## config.mk

```make
export PLATFORM = sky130hd
export DESIGN_NAME = eag_top
export DESIGN_NICKNAME = d
export VERILOG_FILES = /design/src/rtl/eag_pkg.sv /design/src/rtl/eag_direct.sv /design/src/rtl/eag_ptr_fetch.sv /design/src/rtl/eag_top.sv
export SDC_FILE = /design/constraint.sdc
export NUM_CORES = 1
export LEC_CHECK = 0
export ABC_AREA = 1
export BUFFER_PORTS_ARGS = -buffer_cell sky130_fd_sc_hd__buf_4
export CELL_PAD_IN_SITES_DETAIL_PLACEMENT = 0
export CELL_PAD_IN_SITES_GLOBAL_PLACEMENT = 1
export CORE_ASPECT_RATIO = 1.5
export CORE_UTILIZATION = 40
export CTS_CLUSTER_DIAMETER = 150
export DETAILED_ROUTE_END_ITERATION = 10
export GPL_TIMING_DRIVEN = 0
export PLACE_DENSITY = 0.77
export SYNTH_ARGS = -nofsm -noshare
export SYNTH_HDL_FRONTEND = slang
export SYNTH_SLANG_ARGS = --single-unit
```

## constraint.sdc

```tcl
create_clock -name clk -period 2.73 [get_ports clk]
set_input_delay 0.273 -clock clk [delete_from_list [all_inputs] [get_ports clk]]
set_output_delay 0.273 -clock clk [all_outputs]
set_load 0.03 [all_outputs]
```

## src/rtl/eag_pkg.sv

```systemverilog
package eag_pkg;
  localparam int MODE_W = 4;

  localparam logic [MODE_W-1:0] MD_ACC = 4'd0;
  localparam logic [MODE_W-1:0] MD_IMM = 4'd1;
  localparam logic [MODE_W-1:0] MD_ZP  = 4'd2;
  localparam logic [MODE_W-1:0] MD_ZPX = 4'd3;
  localparam logic [MODE_W-1:0] MD_ZPY = 4'd4;
  localparam logic [MODE_W-1:0] MD_REL = 4'd5;
  localparam logic [MODE_W-1:0] MD_ABS = 4'd6;
  localparam logic [MODE_W-1:0] MD_ABX = 4'd7;
  localparam logic [MODE_W-1:0] MD_ABY = 4'd8;
  localparam logic [MODE_W-1:0] MD_IND = 4'd9;
  localparam logic [MODE_W-1:0] MD_XIN = 4'd10;
  localparam logic [MODE_W-1:0] MD_INY = 4'd11;

  typedef enum logic [1:0] {
    FS_IDLE = 2'd0,
    FS_LO   = 2'd1,
    FS_HI   = 2'd2,
    FS_WAIT = 2'd3
  } fetch_state_e;
endpackage

```

## src/rtl/eag_direct.sv

```systemverilog
module eag_direct
  import eag_pkg::*;
#(
  parameter int BYTE_W = 8
) (
  input  logic [MODE_W-1:0]   mode,
  input  logic [BYTE_W-1:0]   op_lo,
  input  logic [BYTE_W-1:0]   op_hi,
  input  logic [BYTE_W-1:0]   idx_x,
  input  logic [BYTE_W-1:0]   idx_y,
  input  logic [2*BYTE_W-1:0] pc,
  output logic [2*BYTE_W-1:0] ea,
  output logic                is_imm,
  output logic                is_acc,
  output logic                needs_ptr,
  output logic [2*BYTE_W-1:0] ptr_addr,
  output logic                ptr_zp,
  output logic [BYTE_W-1:0]   post_add
);
  localparam int ADDR_W = 2 * BYTE_W;
  localparam logic [BYTE_W-1:0] ZERO_B = '0;

  logic [ADDR_W-1:0] abs_a;
  logic [BYTE_W-1:0] zp_x;
  logic [BYTE_W-1:0] zp_y;
  logic [ADDR_W-1:0] rel_off;

  assign abs_a   = {op_hi, op_lo};
  assign zp_x    = op_lo + idx_x;
  assign zp_y    = op_lo + idx_y;
  assign rel_off = {{BYTE_W{op_lo[BYTE_W-1]}}, op_lo};

  always_comb begin
    ea        = '0;
    is_imm    = 1'b0;
    is_acc    = 1'b0;
    needs_ptr = 1'b0;
    ptr_addr  = '0;
    ptr_zp    = 1'b0;
    post_add  = '0;
    case (mode)
      MD_ACC: is_acc = 1'b1;
      MD_IMM: is_imm = 1'b1;
      MD_ZP:  ea = {ZERO_B, op_lo};
      MD_ZPX: ea = {ZERO_B, zp_x};
      MD_ZPY: ea = {ZERO_B, zp_y};
      MD_REL: ea = pc + rel_off;
      MD_ABS: ea = abs_a;
      MD_ABX: ea = abs_a + {ZERO_B, idx_x};
      MD_ABY: ea = abs_a + {ZERO_B, idx_y};
      MD_IND: begin
        needs_ptr = 1'b1;
        ptr_addr  = abs_a;
      end
      MD_XIN: begin
        needs_ptr = 1'b1;
        ptr_addr  = {ZERO_B, zp_x};
        ptr_zp    = 1'b1;
      end
      MD_INY: begin
        needs_ptr = 1'b1;
        ptr_addr  = {ZERO_B, op_lo};
        ptr_zp    = 1'b1;
        post_add  = idx_y;
      end
      default: ea = '0;
    endcase
  end
endmodule

```

## src/rtl/eag_ptr_fetch.sv

```systemverilog
module eag_ptr_fetch
  import eag_pkg::*;
#(
  parameter int BYTE_W = 8
) (
  input  logic                clk,
  input  logic                rst_n,
  input  logic                start,
  input  logic [2*BYTE_W-1:0] ptr_addr,
  input  logic                ptr_zp,
  input  logic [BYTE_W-1:0]   post_add,
  output logic                busy,
  output logic                rd_en,
  output logic [2*BYTE_W-1:0] rd_addr,
  input  logic [BYTE_W-1:0]   rd_data,
  output logic                fin,
  output logic [2*BYTE_W-1:0] fin_ea
);
  localparam int ADDR_W = 2 * BYTE_W;
  localparam logic [BYTE_W-1:0] ZERO_B = '0;

  fetch_state_e      st_q;
  logic [ADDR_W-1:0] ptr_q;
  logic              zp_q;
  logic [BYTE_W-1:0] add_q;
  logic [BYTE_W-1:0] lo_q;
  logic [ADDR_W-1:0] hi_addr;
  logic [BYTE_W-1:0] zp_next;

  assign zp_next = ptr_q[BYTE_W-1:0] + 1'b1;
  assign hi_addr = zp_q ? {ZERO_B, zp_next} : ptr_q + 1'b1;

  always_ff @(posedge clk or negedge rst_n) begin
    if (!rst_n) begin
      st_q  <= FS_IDLE;
      ptr_q <= '0;
      zp_q  <= 1'b0;
      add_q <= '0;
      lo_q  <= '0;
    end else begin
      case (st_q)
        FS_IDLE: if (start) begin
          ptr_q <= ptr_addr;
          zp_q  <= ptr_zp;
          add_q <= post_add;
          st_q  <= FS_LO;
        end
        FS_LO:   st_q <= FS_HI;
        FS_HI: begin
          lo_q <= rd_data;
          st_q <= FS_WAIT;
        end
        FS_WAIT: st_q <= FS_IDLE;
        default: st_q <= FS_IDLE;
      endcase
    end
  end

  always_comb begin
    rd_en   = 1'b0;
    rd_addr = '0;
    case (st_q)
      FS_LO: begin
        rd_en   = 1'b1;
        rd_addr = ptr_q;
      end
      FS_HI: begin
        rd_en   = 1'b1;
        rd_addr = hi_addr;
      end
      default: ;
    endcase
  end

  assign busy   = (st_q != FS_IDLE);
  assign fin    = (st_q == FS_WAIT);
  assign fin_ea = {rd_data, lo_q} + {ZERO_B, add_q};
endmodule

```

## src/rtl/eag_top.sv

```systemverilog
module eag_top
  import eag_pkg::*;
#(
  parameter int BYTE_W = 8
) (
  input  logic                clk,
  input  logic                rst_n,
  input  logic                req_valid,
  output logic                req_ready,
  input  logic [3:0]          req_mode,
  input  logic [BYTE_W-1:0]   req_op_lo,
  input  logic [BYTE_W-1:0]   req_op_hi,
  input  logic [BYTE_W-1:0]   req_idx_x,
  input  logic [BYTE_W-1:0]   req_idx_y,
  input  logic [2*BYTE_W-1:0] req_pc,
  output logic                rd_en,
  output logic [2*BYTE_W-1:0] rd_addr,
  input  logic [BYTE_W-1:0]   rd_data,
  output logic                done,
  output logic [2*BYTE_W-1:0] ea,
  output logic                is_imm,
  output logic                is_acc
);
  localparam int ADDR_W = 2 * BYTE_W;

  logic [ADDR_W-1:0] dir_ea;
  logic              dir_imm;
  logic              dir_acc;
  logic              dir_ptr;
  logic [ADDR_W-1:0] dir_ptr_addr;
  logic              dir_ptr_zp;
  logic [BYTE_W-1:0] dir_post;
  logic              fetch_busy;
  logic              fetch_fin;
  logic [ADDR_W-1:0] fetch_ea;
  logic              accept;

  logic              done_q;
  logic [ADDR_W-1:0] ea_q;
  logic              imm_q;
  logic              acc_q;

  eag_direct #(.BYTE_W(BYTE_W)) direct_i (
    .mode      (req_mode),
    .op_lo     (req_op_lo),
    .op_hi     (req_op_hi),
    .idx_x     (req_idx_x),
    .idx_y     (req_idx_y),
    .pc        (req_pc),
    .ea        (dir_ea),
    .is_imm    (dir_imm),
    .is_acc    (dir_acc),
    .needs_ptr (dir_ptr),
    .ptr_addr  (dir_ptr_addr),
    .ptr_zp    (dir_ptr_zp),
    .post_add  (dir_post)
  );

  assign req_ready = !fetch_busy;
  assign accept    = req_valid && req_ready;

  eag_ptr_fetch #(.BYTE_W(BYTE_W)) fetch_i (
    .clk      (clk),
    .rst_n    (rst_n),
    .start    (accept && dir_ptr),
    .ptr_addr (dir_ptr_addr),
    .ptr_zp   (dir_ptr_zp),
    .post_add (dir_post),
    .busy     (fetch_busy),
    .rd_en    (rd_en),
    .rd_addr  (rd_addr),
    .rd_data  (rd_data),
    .fin      (fetch_fin),
    .fin_ea   (fetch_ea)
  );

  always_ff @(posedge clk or negedge rst_n) begin
    if (!rst_n) begin
      done_q <= 1'b0;
      ea_q   <= '0;
      imm_q  <= 1'b0;
      acc_q  <= 1'b0;
    end else begin
      done_q <= 1'b0;
      if (fetch_fin) begin
        done_q <= 1'b1;
        ea_q   <= fetch_ea;
        imm_q  <= 1'b0;
        acc_q  <= 1'b0;
      end else if (accept && !dir_ptr) begin
        done_q <= 1'b1;
        ea_q   <= dir_ea;
        imm_q  <= dir_imm;
        acc_q  <= dir_acc;
      end
    end
  end

  assign done   = done_q;
  assign ea     = ea_q;
  assign is_imm = imm_q;
  assign is_acc = acc_q;
endmodule

```

==> qor.yml <==
global_route:
  grt_max_degree: 55
  grt_pass1_vias: 6353
  grt_overflow: 0
  grt_pass1_wl_mm: 32.4
  antenna_found_initial: 0
  grt_use_total_pct: 26.8
routing:
  drc: 0
  drt_wl_total_mm: 20.3
  first_pass_iters: 5
  dr_total_vias: 6599
  ant_nets: 0
  drt_iter0_drc: 264
  via_per_inst: 5.10
  wire_per_inst_um: 15.7
synthesis:
  synth-edff-count: 0
  yosys.cell_types.count: 43
  synth.avg_cell_area_um2: 6.21
  synth.yosys.seq_area_share_pct: 22.0
  synth_fp_nets: 1109
  ys_ff_latch: 54
  synth_area_leaders: "dfrtp_1 22%, nand2_1 20%, ha_1 11%"
  synth_top_area_cell: "dfrtp_1"
  yosysWarningCount: 0
  synth_flop_cell: "dfrtp_1"
  syn_inst: 989
  synthArstFlopShare_pct: 100
  synth_top_cell_area_share_pct: 22.0
  syn_area_um2: 6140
final_layout:
  fillers: 1665
  postLayoutCellArea_um2: 7270
  mostFrequentLayoutCell: "nand2_1"
  synthToLayoutAreaGrowth_pct: 18.4
  final_cell_mix: "329 x nand2_1, 134 x inv_1, 104 x nand3_1"
  antennaDiodeCount: 0
  nets: 1213
  layout-drive-gt1-share_pct: 14.2
sta:
  slew_violations: 0
  fin_skew_ns: 0.00512
  relSlewSlack_pct: 53.3
  worstMarginPinSlew_ns: 0.701
  setup_viol: 0
  layout_min_cycle_time_ns: 2.53
  max_freq_mhz: 395
  min_period_over_period_pct: 92.8
  rsz0062_at_grt: "no"
  setup-tns-final_ns: 0
  hold_viol: 0
min_path:
  hold_class: "in2async"
power_and_ir_drop:
  irDropWorstVdd_mv: 0.359
  intPower_mw: 2.56
  p_sw_mw: 2.58
  power.leakage_nw: 3.92
  clkPwrFrac_pct: 12.7
  finalPower_mw: 5.15
  combPwrFrac_pct: 60.0
  switching_share_pct: 50.2
  seq_power_share_pct: 27.3
  powerDensity_nw_per_um2: 708
floorplan:
  die_area_um2: 15900
  dieWidth_um: 103
  die_h_um: 154
  start_util_pct: 40.7
  pin_count: 100
  core_area_um2: 15100
  rows: 55
setup_path:
  r2r_cells: 14
  ff2ff_setup_slack_ns: 0.54
  path_class: "in2reg"
  cp_slowest_cell: "fa_1"
  arrival_ns: 2.70
  worstPathRequired_ns: 2.90
  crit_chain: "buf_4 > nor2_2 > nand2_4 > mux2_2 > ha_1 > inv_1 > fa_1 > inv_1 > nand3_1 > nand2_1 > nand2_1 > nand3_1 > nand2_1 > nand3_1 > nand3_1 > o21ai_1 > a21oi_1"
  r2r_start: "fetch_i.lo_q[0]"
  max_stage_delay_ns: 0.40
  startpoint_type: "primary input"
  worst-path-max-fanout: 10
  end_kind: "register"
  reg2reg_to: "ea[14]"
  crit_top_cell: "nand3_1"
clocking:
  path_clk_slew_ns: 0.07
  cts_root_buf: "clkbuf_16"
  numCtsBuffers: 5
  cts_sinks: 54
  cts_tree: "yes"
  h-tree-depth: 2
  insertion_delay_ns: 0.29
  cts.path.max_buffers: 2
  cts_hold_buf: 0
placed_design:
  io_buffers: 97
  placed_area_um2: 7120
  gp_congestion: 0.942
  dp_hpwl_mm: 17.1
job:
  maxCapViolCount: 0
status:
  status: "finished, final reports clean"
through the flow:
stage / hold slack, ns / setup slack, ns / utilization, % / std cells
after floorplan: -0.0226 / 0.418 / - / 989
after global placement: 0.360 / -0.0524 / 47.2 / 1285
after detailed placement: 0.358 / -0.0669 / 47.2 / 1285
after CTS: 0.0460 / 0.211 / 48.2 / 1293
after global routing: 0.0881 / 0.0161 / 48.2 / 1293
final: 0.0101 / 0.197 / 48.2 / 1293
power by group through the flow:
| stage | clock, mW | combinational (mW) | sequential [mW] |
|---|---|---|---|
| detailed placement | 0 | 3.10 | 1.42 |
| global route | 0.692 | 3.46 | 1.46 |
| CTS | 0.665 | 3.12 | 1.41 |
| floorplan | 0 | 1.85 | 1.60 |
| finish | 0.654 | 3.09 | 1.40 |
| global placement | 0 | 3.10 | 1.41 |
metal layers:
layer  vias up  global-route usage (%)  routed length, um  share of wire [%]
li1       3450                       -                  -                  -
met3        38                    1.59                641                3.2
met2       145                    48.5              10300                 51
met1      2966                    32.1               8560                 42
met4         0                    10.9                822                4.0
met5         -                       0                  0                  0
worst max path at each step:
| stage | from | end | cells after the start |
|---|---|---|---|
| 6_report | req_mode[2] | ea[8] | 17 |
| 5_1_grt | req_mode[3] | ea[12] | 20 |
| 4_1_cts | fetch_i.st_q[0] | rd_addr[8] | 8 |
| 3_5_place_dp | req_mode[2] | ea[12] | 19 |
| 3_3_place_gp | req_mode[2] | ea[3] | 14 |
| 2_1_floorplan | fetch_i.st_q[0] | rd_addr[6] | 5 |
cell families (layout without fill, tap and decap cells):
logic type	count (synthesis)	after routing	synth area share, %
AOI/OAI and AO/OA	149	149	13.7
xor gates and xnor gates	11	11	1.57
buffers and inverters	163	268	10.3
DFF	54	54	22.0
adders and majority gates	57	57	12.2
muxes	7	7	1.28
and+or+nand+nor	548	548	38.9
registers in the layout, summed over array words and instances (netlist names):
signal,flops
fetch_i.zp_q,1
ea,16
fetch_i.add_q,8
fetch_i.lo_q,8
fetch_i.ptr_q,16
is_acc,1
done,1
is_imm,1
fetch_i.st_q,2
layout make-up:
cell class,count,area [um2],share of cell area (%)
clock buffer,6,139,1.91
timing repair buffer,97,728,10.0
tap,199,249,3.42
buffer,21,100,1.38
sequential,54,1350,18.6
inverter,142,533,7.33
clock inverter,2,12.5,0.172
multi-input combinational,772,4160,57.2
Yosys cell counts (11+ instances only):
cell type	number
ha_1	52
nand2_1	329
clkbuf_1	11
inv_1	134
nor2_1	52
nand3b_1	11
nand4_1	19
o21ai_0	45
a21oi_1	62
nand3_1	104
dfrtp_1	54
worst max-delay path, delay by kind of cell:
| family | cells | cell delay [ns] |
|---|---|---|
| simple gates | 9 | 0.96 |
| mux | 1 | 0.25 |
| fa+ha+maj | 2 | 0.56 |
| compound gates | 2 | 0.33 |
| buf+inv | 3 | 0.33 |
repair_timing:
item,4_1_cts,5_1_grt
buffers inserted,0,0
setup endpoints to repair,0,2
resized for setup,0,2
Power figures use the tool's default switching activity.
